### src/rtl/disp_pkg.sv
package disp_pkg;
  localparam int unsigned DIGIT_W = 4;
  typedef logic [DIGIT_W-1:0] digit_t;
  localparam digit_t DARK_CODE = 4'hF;

  function automatic logic digit_is_zero(input digit_t d);
    return d == '0;
  endfunction

  function automatic logic [7:0] slot_len(input logic [7:0] dwell);
    return (dwell == '0) ? 8'd1 : dwell;
  endfunction
endpackage

### src/rtl/disp_regs.sv
module disp_regs
  import disp_pkg::*;
#(
  parameter int unsigned NDIG  = 16,
  parameter int unsigned SELW  = 4,
  parameter int unsigned DWW   = 8,
  parameter int unsigned RST_DWELL = 2
) (
  input  logic                  clk,
  input  logic                  rst_n,
  input  logic                  wr_en,
  input  logic [SELW-1:0]       wr_addr,
  input  digit_t                wr_data,
  input  logic                  cfg_wr,
  input  logic                  cfg_dp_en,
  input  logic [SELW-1:0]       cfg_dp_pos,
  input  logic                  cfg_mem,
  input  logic                  cfg_sign,
  input  logic [DWW-1:0]        dwell_in,
  input  logic                  commit,
  output logic [NDIG*DIGIT_W-1:0] act_digits,
  output logic                  act_dp_en,
  output logic [SELW-1:0]       act_dp_pos,
  output logic                  act_mem,
  output logic                  act_sign,
  output logic [DWW-1:0]        act_dwell
);
  localparam int unsigned FLATW = NDIG * DIGIT_W;

  digit_t stage_q [NDIG];
  logic   st_dp_en, st_mem, st_sign;
  logic [SELW-1:0] st_dp_pos;

  for (genvar g = 0; g < NDIG; g++) begin : g_digit
    always_ff @(posedge clk) begin
      if (!rst_n) begin
        stage_q[g] <= '0;
        act_digits[g*DIGIT_W +: DIGIT_W] <= '0;
      end else begin
        if (wr_en && wr_addr == SELW'(g)) stage_q[g] <= wr_data;
        if (commit) act_digits[g*DIGIT_W +: DIGIT_W] <= stage_q[g];
      end
    end
  end

  always_ff @(posedge clk) begin
    if (!rst_n) begin
      st_dp_en   <= 1'b0;
      st_dp_pos  <= '0;
      st_mem     <= 1'b0;
      st_sign    <= 1'b0;
      act_dp_en  <= 1'b0;
      act_dp_pos <= '0;
      act_mem    <= 1'b0;
      act_sign   <= 1'b0;
      act_dwell  <= DWW'(RST_DWELL);
    end else begin
      if (cfg_wr) begin
        st_dp_en  <= cfg_dp_en;
        st_dp_pos <= cfg_dp_pos;
        st_mem    <= cfg_mem;
        st_sign   <= cfg_sign;
      end
      if (commit) begin
        act_dp_en  <= st_dp_en;
        act_dp_pos <= st_dp_pos;
        act_mem    <= st_mem;
        act_sign   <= st_sign;
        act_dwell  <= dwell_in;
      end
    end
  end

  // the displayed copy moves only at a frame boundary
  a_r2_frozen_mid_frame: assert property (@(posedge clk) disable iff (!rst_n)
    !commit |=> ($stable(act_digits) && $stable(act_dp_en) && $stable(act_dp_pos)
                 && $stable(act_mem) && $stable(act_sign) && $stable(act_dwell)));

  logic unused_w;
  assign unused_w = ^FLATW;
endmodule

### src/rtl/disp_scan.sv
module disp_scan
  import disp_pkg::*;
#(
  parameter int unsigned NDIG = 16,
  parameter int unsigned SELW = 4,
  parameter int unsigned DWW  = 8
) (
  input  logic            clk,
  input  logic            rst_n,
  input  logic [DWW-1:0]  hold,
  output logic [SELW-1:0] sel,
  output logic            frame_end
);
  localparam logic [SELW-1:0] TOP_SEL = SELW'(NDIG - 1);

  logic [DWW-1:0] cnt;
  logic [DWW-1:0] len;
  logic           slot_end;

  assign len       = DWW'(slot_len(8'(hold)));
  assign slot_end  = (cnt == len - 1'b1);
  assign frame_end = slot_end && (sel == '0);

  always_ff @(posedge clk) begin
    if (!rst_n) begin
      sel <= TOP_SEL;
      cnt <= '0;
    end else if (slot_end) begin
      cnt <= '0;
      sel <= (sel == '0) ? TOP_SEL : sel - 1'b1;
    end else begin
      cnt <= cnt + 1'b1;
    end
  end

  // the position steps down by one or wraps to the top
  a_r3_sel_step: assert property (@(posedge clk) disable iff (!rst_n)
    (sel != $past(sel)) |-> ((sel == $past(sel) - 1'b1) ||
                            ($past(sel) == '0 && sel == TOP_SEL)));
  // a frame end is followed by the top position
  a_r3_wrap_top: assert property (@(posedge clk) disable iff (!rst_n)
    frame_end |=> (sel == TOP_SEL));
  // the slot counter stays below the slot length
  a_r4_cnt_bound: assert property (@(posedge clk) disable iff (!rst_n)
    cnt < len);
endmodule

### src/rtl/disp_zsup.sv
module disp_zsup
  import disp_pkg::*;
#(
  parameter int unsigned NDIG = 16,
  parameter int unsigned SELW = 4
) (
  input  logic [NDIG*DIGIT_W-1:0] digits,
  input  logic                    dp_en,
  input  logic [SELW-1:0]         dp_pos,
  output logic [NDIG-1:0]         dark_mask
);
  function automatic logic [NDIG-1:0] lead_mask(
    input logic [NDIG*DIGIT_W-1:0] d,
    input logic                    en,
    input logic [SELW-1:0]         pos
  );
    logic [NDIG-1:0] m;
    logic            leading;
    m = '0;
    leading = 1'b1;
    for (int i = NDIG - 1; i >= 0; i--) begin
      if (leading && i != 0 && digit_is_zero(d[i*DIGIT_W +: DIGIT_W]) &&
          !(en && pos == SELW'(i)))
        m[i] = 1'b1;
      else
        leading = 1'b0;
    end
    return m;
  endfunction

  assign dark_mask = lead_mask(digits, dp_en, dp_pos);
endmodule

### src/rtl/disp_mux_ctrl.sv
module disp_mux_ctrl
  import disp_pkg::*;
#(
  parameter int unsigned NDIG      = 16,
  parameter int unsigned SELW      = 4,
  parameter int unsigned DWW       = 8,
  parameter int unsigned RST_DWELL = 2
) (
  input  logic            clk,
  input  logic            rst_n,
  input  logic            wr_en,
  input  logic [SELW-1:0] wr_addr,
  input  logic [3:0]      wr_data,
  input  logic            cfg_wr,
  input  logic            cfg_dp_en,
  input  logic [SELW-1:0] cfg_dp_pos,
  input  logic            cfg_mem,
  input  logic            cfg_sign,
  input  logic [DWW-1:0]  dwell_cycles,
  input  logic            blank_req,
  output logic [SELW-1:0] dig_sel,
  output logic [3:0]      bcd_out,
  output logic            ind_mem,
  output logic            ind_sign,
  output logic            ind_dp
);
  logic [NDIG*DIGIT_W-1:0] act_digits;
  logic                    act_dp_en, act_mem, act_sign;
  logic [SELW-1:0]         act_dp_pos;
  logic [DWW-1:0]          act_dwell;
  logic                    frame_end;
  logic [NDIG-1:0]         dark_mask;
  logic                    blank_q;
  digit_t                  cur_digit;

  disp_regs #(.NDIG(NDIG), .SELW(SELW), .DWW(DWW), .RST_DWELL(RST_DWELL)) u_regs (
    .clk(clk), .rst_n(rst_n),
    .wr_en(wr_en), .wr_addr(wr_addr), .wr_data(wr_data),
    .cfg_wr(cfg_wr), .cfg_dp_en(cfg_dp_en), .cfg_dp_pos(cfg_dp_pos),
    .cfg_mem(cfg_mem), .cfg_sign(cfg_sign), .dwell_in(dwell_cycles),
    .commit(frame_end),
    .act_digits(act_digits), .act_dp_en(act_dp_en), .act_dp_pos(act_dp_pos),
    .act_mem(act_mem), .act_sign(act_sign), .act_dwell(act_dwell)
  );

  disp_scan #(.NDIG(NDIG), .SELW(SELW), .DWW(DWW)) u_scan (
    .clk(clk), .rst_n(rst_n), .hold(act_dwell),
    .sel(dig_sel), .frame_end(frame_end)
  );

  disp_zsup #(.NDIG(NDIG), .SELW(SELW)) u_zsup (
    .digits(act_digits), .dp_en(act_dp_en), .dp_pos(act_dp_pos),
    .dark_mask(dark_mask)
  );

  always_ff @(posedge clk) begin
    if (!rst_n) blank_q <= 1'b1;
    else        blank_q <= blank_req;
  end

  assign cur_digit = act_digits[dig_sel*DIGIT_W +: DIGIT_W];
  assign bcd_out   = (blank_q || dark_mask[dig_sel]) ? DARK_CODE : cur_digit;
  assign ind_dp    = !blank_q && act_dp_en && (act_dp_pos == dig_sel);
  assign ind_mem   = !blank_q && act_mem;
  assign ind_sign  = !blank_q && act_sign;

  // a blank request darkens everything on the next cycle
  a_r8_blank_dark: assert property (@(posedge clk) disable iff (!rst_n)
    ($past(blank_req) && $past(rst_n)) |-> (bcd_out == DARK_CODE && !ind_dp && !ind_mem && !ind_sign));
  // position 0 is never darkened by suppression
  a_r7_lsd_shown: assert property (@(posedge clk) disable iff (!rst_n)
    (dig_sel == '0 && !blank_q) |-> !dark_mask[0]);
  // decimal point only in its own slot
  a_r9_dp_slot: assert property (@(posedge clk) disable iff (!rst_n)
    ind_dp |-> (dig_sel == act_dp_pos && act_dp_en));
endmodule

### config.mk
export PLATFORM = sky130hd
export DESIGN_NAME = disp_mux_ctrl
export DESIGN_NICKNAME = d
export VERILOG_FILES = /design/src/rtl/disp_pkg.sv /design/src/rtl/disp_regs.sv /design/src/rtl/disp_scan.sv /design/src/rtl/disp_zsup.sv /design/src/rtl/disp_mux_ctrl.sv
export SDC_FILE = /design/constraint.sdc
export NUM_CORES = 1
export LEC_CHECK = 0
export BUFFER_PORTS_ARGS = -buffer_cell sky130_fd_sc_hd__buf_2
export CORE_MARGIN = 2
export CORE_UTILIZATION = 50
export CTS_CLUSTER_SIZE = 40
export DETAILED_ROUTE_END_ITERATION = 12
export GPL_ROUTABILITY_DRIVEN = 0
export PLACE_DENSITY = 0.76
export SLEW_MARGIN = 10
export SYNTH_ARGS = -nofsm -noshare
export SYNTH_HDL_FRONTEND = slang
export SYNTH_SLANG_ARGS = --single-unit
### constraint.sdc
create_clock -name clk -period 3.9 [get_ports clk]
set_clock_uncertainty 0.2 [all_clocks]
set_input_delay 0.975 -clock clk [delete_from_list [all_inputs] [get_ports clk]]
set_output_delay 0.975 -clock clk [all_outputs]
set_load 0.005 [all_outputs]
After elaboration in Yosys (flattened, before gate mapping). Memory sizes are Yosys's and may differ from the RTL's. A register that Yosys moved wholly into a read port is not among the register bits. Index checks and enable logic that the tools add are counted.

Add/sub/neg operators: 3. $mul: 0. Div/mod/pow operators: 0. Magnitude comparators: 1. Equality and inequality tests: 32. Shifts and indexed selects: 1. Mux-type cells: 98. Bitwise logic cells: 17. Reduce and logical (&&, ||, !) cells: 117.

Operators with widths (count): 1-bit two-way mux (78); 4-bit two-way mux (18); 4-bit zero test (17); 1-bit logical AND (65); 4-bit equality test, second input constant (16); 64-bit by 7-bit variable part select with 4-bit output (1); 4-bit by 3-bit equality test with 1-bit output, second input constant (8); 1-bit zero test (32); 4-bit by 2-bit equality test with 1-bit output, second input constant (4); 1-bit OR (16); 8-bit by 1-bit adder with 8-bit output, second input constant (1); 4-bit by 1-bit equality test with 1-bit output, second input constant (2); 8-bit equality test (1); 8-bit zero test (1); 8-bit two-way mux (1); 8-bit by 1-bit subtractor with 8-bit output, second input constant (1); 4-bit by 5-bit less-than comparator with 1-bit output, second input constant (1); 1-bit binary-select mux with 4-bit select (1); 4-bit equality test (1); 4-bit by 1-bit subtractor with 4-bit output, second input constant (1); 2-bit OR reduction (1); 1-bit logical OR (1); 1-bit NOT (1).

Register bits after elaboration: 35. Bits in latches: 0. RAM bits: 64. Bits in read-only memories: 0. Input port bits: 28. Output and inout port bits: 11. Word-level logic and storage cells: 282. Memories kept: 1.

Memories: u_regs.stage_q (words 16, bits a word 4, read ports 16, clocked after memory_dff 16, wr ports 16, line disp_regs.sv:30) `digit_t stage_q [NDIG];`.

Depth between registers and ports, before layout.
Depth in word-level cells: 51. Mapped depth: 12. Depth with buffers taken out: 10.

Modules after synthesis. From an unflattened synthesis, not the netlist that was laid out.

Cell total of the unflattened synthesis: 711. Area total of the unflattened synthesis: 7937.6 µm².

By module, submodules not included: disp_regs (times used 1, cells each 457, area an instance 5761.8 µm², sequential area each 3643.5 µm²); disp_scan (times used 1, cells each 112, area an instance 910.9 µm², sequential area each 240.2 µm²); disp_mux_ctrl (times used 1, cells each 75, area an instance 824.5 µm², sequential area each 20.0 µm²); disp_zsup (times used 1, cells each 67, area an instance 440.4 µm², sequential area each 0.0 µm²).

Least setup slack after synthesis. OpenSTA, ideal clock, no wires.

Kind: register to output. Start point: register u_scan.sel[0]. End point: output bcd_out[3]. Arrival: 2393 ps. Data required time: 2725 ps. Setup slack: 332 ps. Stages on the path, launching flop included: 7. Path buffers: 3. Cell sequence: dfxtp_1 -> buf_2 -> buf_2 -> clkbuf_1 -> mux4_2 -> mux4_2 -> or4b_1.

Longest elaborated chain between the ends: 4. Elaborated cells between the ends (all ways): 5. Those cells by class: shift: 1; mux: 3; reduce/logical: 1.

RTL lines: from (decl) (line disp_scan.sv:11) `output logic [SELW-1:0] sel,`; from (signal assigned) (line disp_scan.sv:30) `sel <= (sel == '0) ? TOP_SEL : sel - 1'b1;`; branches (longest 3 deep; another with 64-bit by 7-bit variable part select with 4-bit output); 4-bit two-way mux * (line disp_mux_ctrl.sv:62) `assign bcd_out = (blank_q || dark_mask[dig_sel]) ? DARK_CODE : cur_digit;`; to (decl) (line disp_mux_ctrl.sv:22) `output logic [3:0] bcd_out,`.

Mark *: on every way between the ends. The select of a mux whose other input is x is not followed.

Worst setup path in the final report. Same ends and word-level chain as after synthesis.

==> impl_metrics.yaml <==
timing:
  fin_crit_ns: 3.85
  fmax_mhz: 260
  setup_viol: 0
  drv_slew: 0
  fin_ws_ns: 0.0487
  fin_crit_sh: 0.988
  setup_tns_ns: 0
  max-slew-margin-rel: 0.515
  rsz0062_at_grt: "no"
  worstMarginPinSlew_ns: 0.727
  final-hold-violation-count: 0
routing:
  via_count: 5218
  drtIter0Drc: 612
  ant_nets: 0
  wl_mm: 17.3
  wl_per_cell_um: 19.3
  via_per_inst: 5.82
  firstDrtPassIters: 6
  drc: 0
logic_synthesis:
  synth_fp_nets: 699
  ys_types: 62
  synth_top_area_frac: 0.255
  synth.area.top_cells: "dfxtp_1 (25%), edfxtp_1 (25%), mux2i_1 (11%), nor2b_1 (7.0%), mux4_2 (5.8%)"
  yosysTopAreaCell: "dfxtp_1"
  synth-main-ff-cell: "dfxtp_1"
  syn_inst: 667
  synthArstFlopShare: 0
  ys_seq_area_frac: 0.502
  avgSynthCellArea_um2: 11.7
  ys.warnings.count: 0
  ys_seq_elements: 163
  syn_area_um2: 7770
  synth_edf_count: 64
worst_setup_path:
  worstPathMaxFanout: 14
  required_ns: 2.72
  endpoint_kind: "primary output"
  cp_data_arrival_time_ns: 2.68
  setup.worst_path.class: "reg -> out"
  startpoint_type: "flip-flop"
placement:
  post-place-cells: 863
  io_buffers: 38
  pre_cts_ws_ns: 0.0921
  post-dp-hpwl_mm: 11.9
pwr:
  clkPwrFrac: 0.461
  leakage_nw: 3.04
  peakVddDrop_uv: 288
  netSwitchingFraction: 0.214
  p_int_mw: 3.02
  p_switching_mw: 0.822
  seq_power_share: 0.481
  powerDensity_nw_per_um2: 437
  pwr-share-comb: 0.058
finish:
  final_common_cell: "dfxtp_1"
  fillers: 1259
  antenna_cells: 0
  layout_common_cells: "dfxtp_1 (94), nor2b_1 (87), mux2i_1 (87)"
  fin_nets: 727
  syn_to_final_growth_pct: 13.1
  drive_above_1_share: 0.177
  fin_cells: 896
cts:
  cts_tree: "yes"
  htreeDepth: 4
  insertion_delay_ns: 0.43
  clockBufferDepth: 2
  cts_setup_buffers: 0
  cts_buffers: 17
  clkSinkCount: 163
  path_clk_slew_ns: 0.06
  root_buffer: "clkbuf_16"
floorplanning:
  dieWidth_um: 129
  core_region_area_um2: 15200
  chipHeight_um: 129
  die-area_um2: 16600
  rows: 45
  io_pins: 39
  initial_utilization: 0.511
grt:
  antenna_found_initial: 0
  grt_util_all_layers: 0.214
  grt_max_degree: 49
  grt_pass1_vias: 5137
  grt_pass1_wl_mm: 27.0
  overflow: 0
flow_run:
  drv_cap: 0
hold_path:
  min-delay-path-class: "reg -> reg"
status:
  outcome: "finished clean"
## power by group through the flow
stage,Sequential (mW),Clock [mW],Combinational [mW]
after global routing,1.85,1.86,0.240
after CTS,1.85,1.79,0.213
after global placement,1.88,0,0.204
after floorplan,1.87,0,0.141
after detailed placement,1.88,0,0.212
final,1.85,1.77,0.223
## layer usage
metal / global-route usage / up-vias / part of all wire
li1: - / 2433 / -
met1: 0.268 / 2576 / 0.43
met2: 0.360 / 167 / 0.50
met3: 0.0428 / 42 / 0.049
met4: 0.0934 / 0 / 0.028
met5: 0 / - / 0
## cell families after synthesis
| kind of cell | synth area share |
|---|---|
| and+or+nand+nor | 0.205 |
| DFF | 0.502 |
| muxes | 0.171 |
| AOI/OAI and AO/OA | 0.0488 |
| buffers and inverters | 0.0444 |
| xor gates and xnor gates | 0.0214 |
| adders and majority gates | 0.00644 |
## metrics by stage
| stage | hold slack (ns) | util | area [µm²] | power (mW) |
|---|---|---|---|---|
| 3_3_place_gp | 0.288 | 0.531 | 8070 | 2.08 |
| 3_5_place_dp | 0.294 | 0.531 | 8070 | 2.10 |
| 2_1_floorplan | 0.260 | - | 7770 | 2.01 |
| 6_report | 0.304 | 0.578 | 8790 | 3.85 |
| 5_1_grt | 0.338 | 0.578 | 8790 | 3.96 |
| 4_1_cts | 0.310 | 0.574 | 8720 | 3.85 |
## cell usage after synthesis (3+ instances only)
cell type	count
or3_1	3
nand3_1	12
o21ai_1	3
inv_1	6
o21ai_0	20
mux4_2	20
xor2_1	13
nand2b_1	6
nor2b_1	87
xnor2_1	6
dfxtp_1	99
and2_1	64
nand3b_1	6
a21oi_1	9
or4b_1	4
ha_1	4
nand2_1	10
mux2i_1	87
buf_2	10
nor2_1	36
clkbuf_1	22
and3_1	6
edfxtp_1	64
nor4_1	14
nor3_1	3
buf_12	8
## cell type report
class                      instances  area, µm²  area share
tap                              188        235      0.0268
inverter                           8       30.0     0.00342
timing repair buffer              51        400      0.0455
sequential                       163       3910       0.445
clock buffer                      20        457      0.0519
clock inverter                    12        176      0.0201
multi-input combinational        454       3580       0.407
## critical path: stages, from the launching register on
cell and delay, ns:
dfxtp_4 0.38, buf_12 0.17, mux4_2 0.56, mux4_2 0.50, or4b_1 0.49, buf_2 0.15
## sequential cells by signal, summed over array words and instances, names as in the netlist
name / flops
u_scan.sel: 4
u_regs.stage_q: 64
u_regs.st_dp_pos: 4
u_regs.act_digits: 64
u_regs.st_dp_en: 1
u_regs.st_sign: 1
blank_q: 1
u_regs.st_mem: 1
u_regs.act_dp_pos: 4
u_regs.act_dp_en: 1
u_scan.cnt: 8
u_regs.act_mem: 1
u_regs.act_sign: 1
u_regs.act_dwell: 8
## path summary, 6_finish.rpt
kind | cells past startpoint | slack, ns | endpoint | startpoint
max | 5 | 0.05 | bcd_out[3] | u_scan.sel[0]
min | 2 | 0.30 | u_regs.act_mem | u_regs.act_mem
max reg2reg | 12 | 0.22 | u_regs.act_digits[34] | u_regs.act_dwell[2]
min reg2reg | 2 | 0.30 | u_regs.act_mem | u_regs.act_mem
## timing repair
| action | in CTS | in global routing |
|---|---|---|
| hold buffers | 0 | 0 |
| gates cloned | 0 | 1 |
| pin swaps | 0 | 1 |
| endpoints found under the setup margin | 4 | 56 |
| gates resized for setup | 3 | 13 |
No activity file was read; power rests on OpenSTA's default activity.
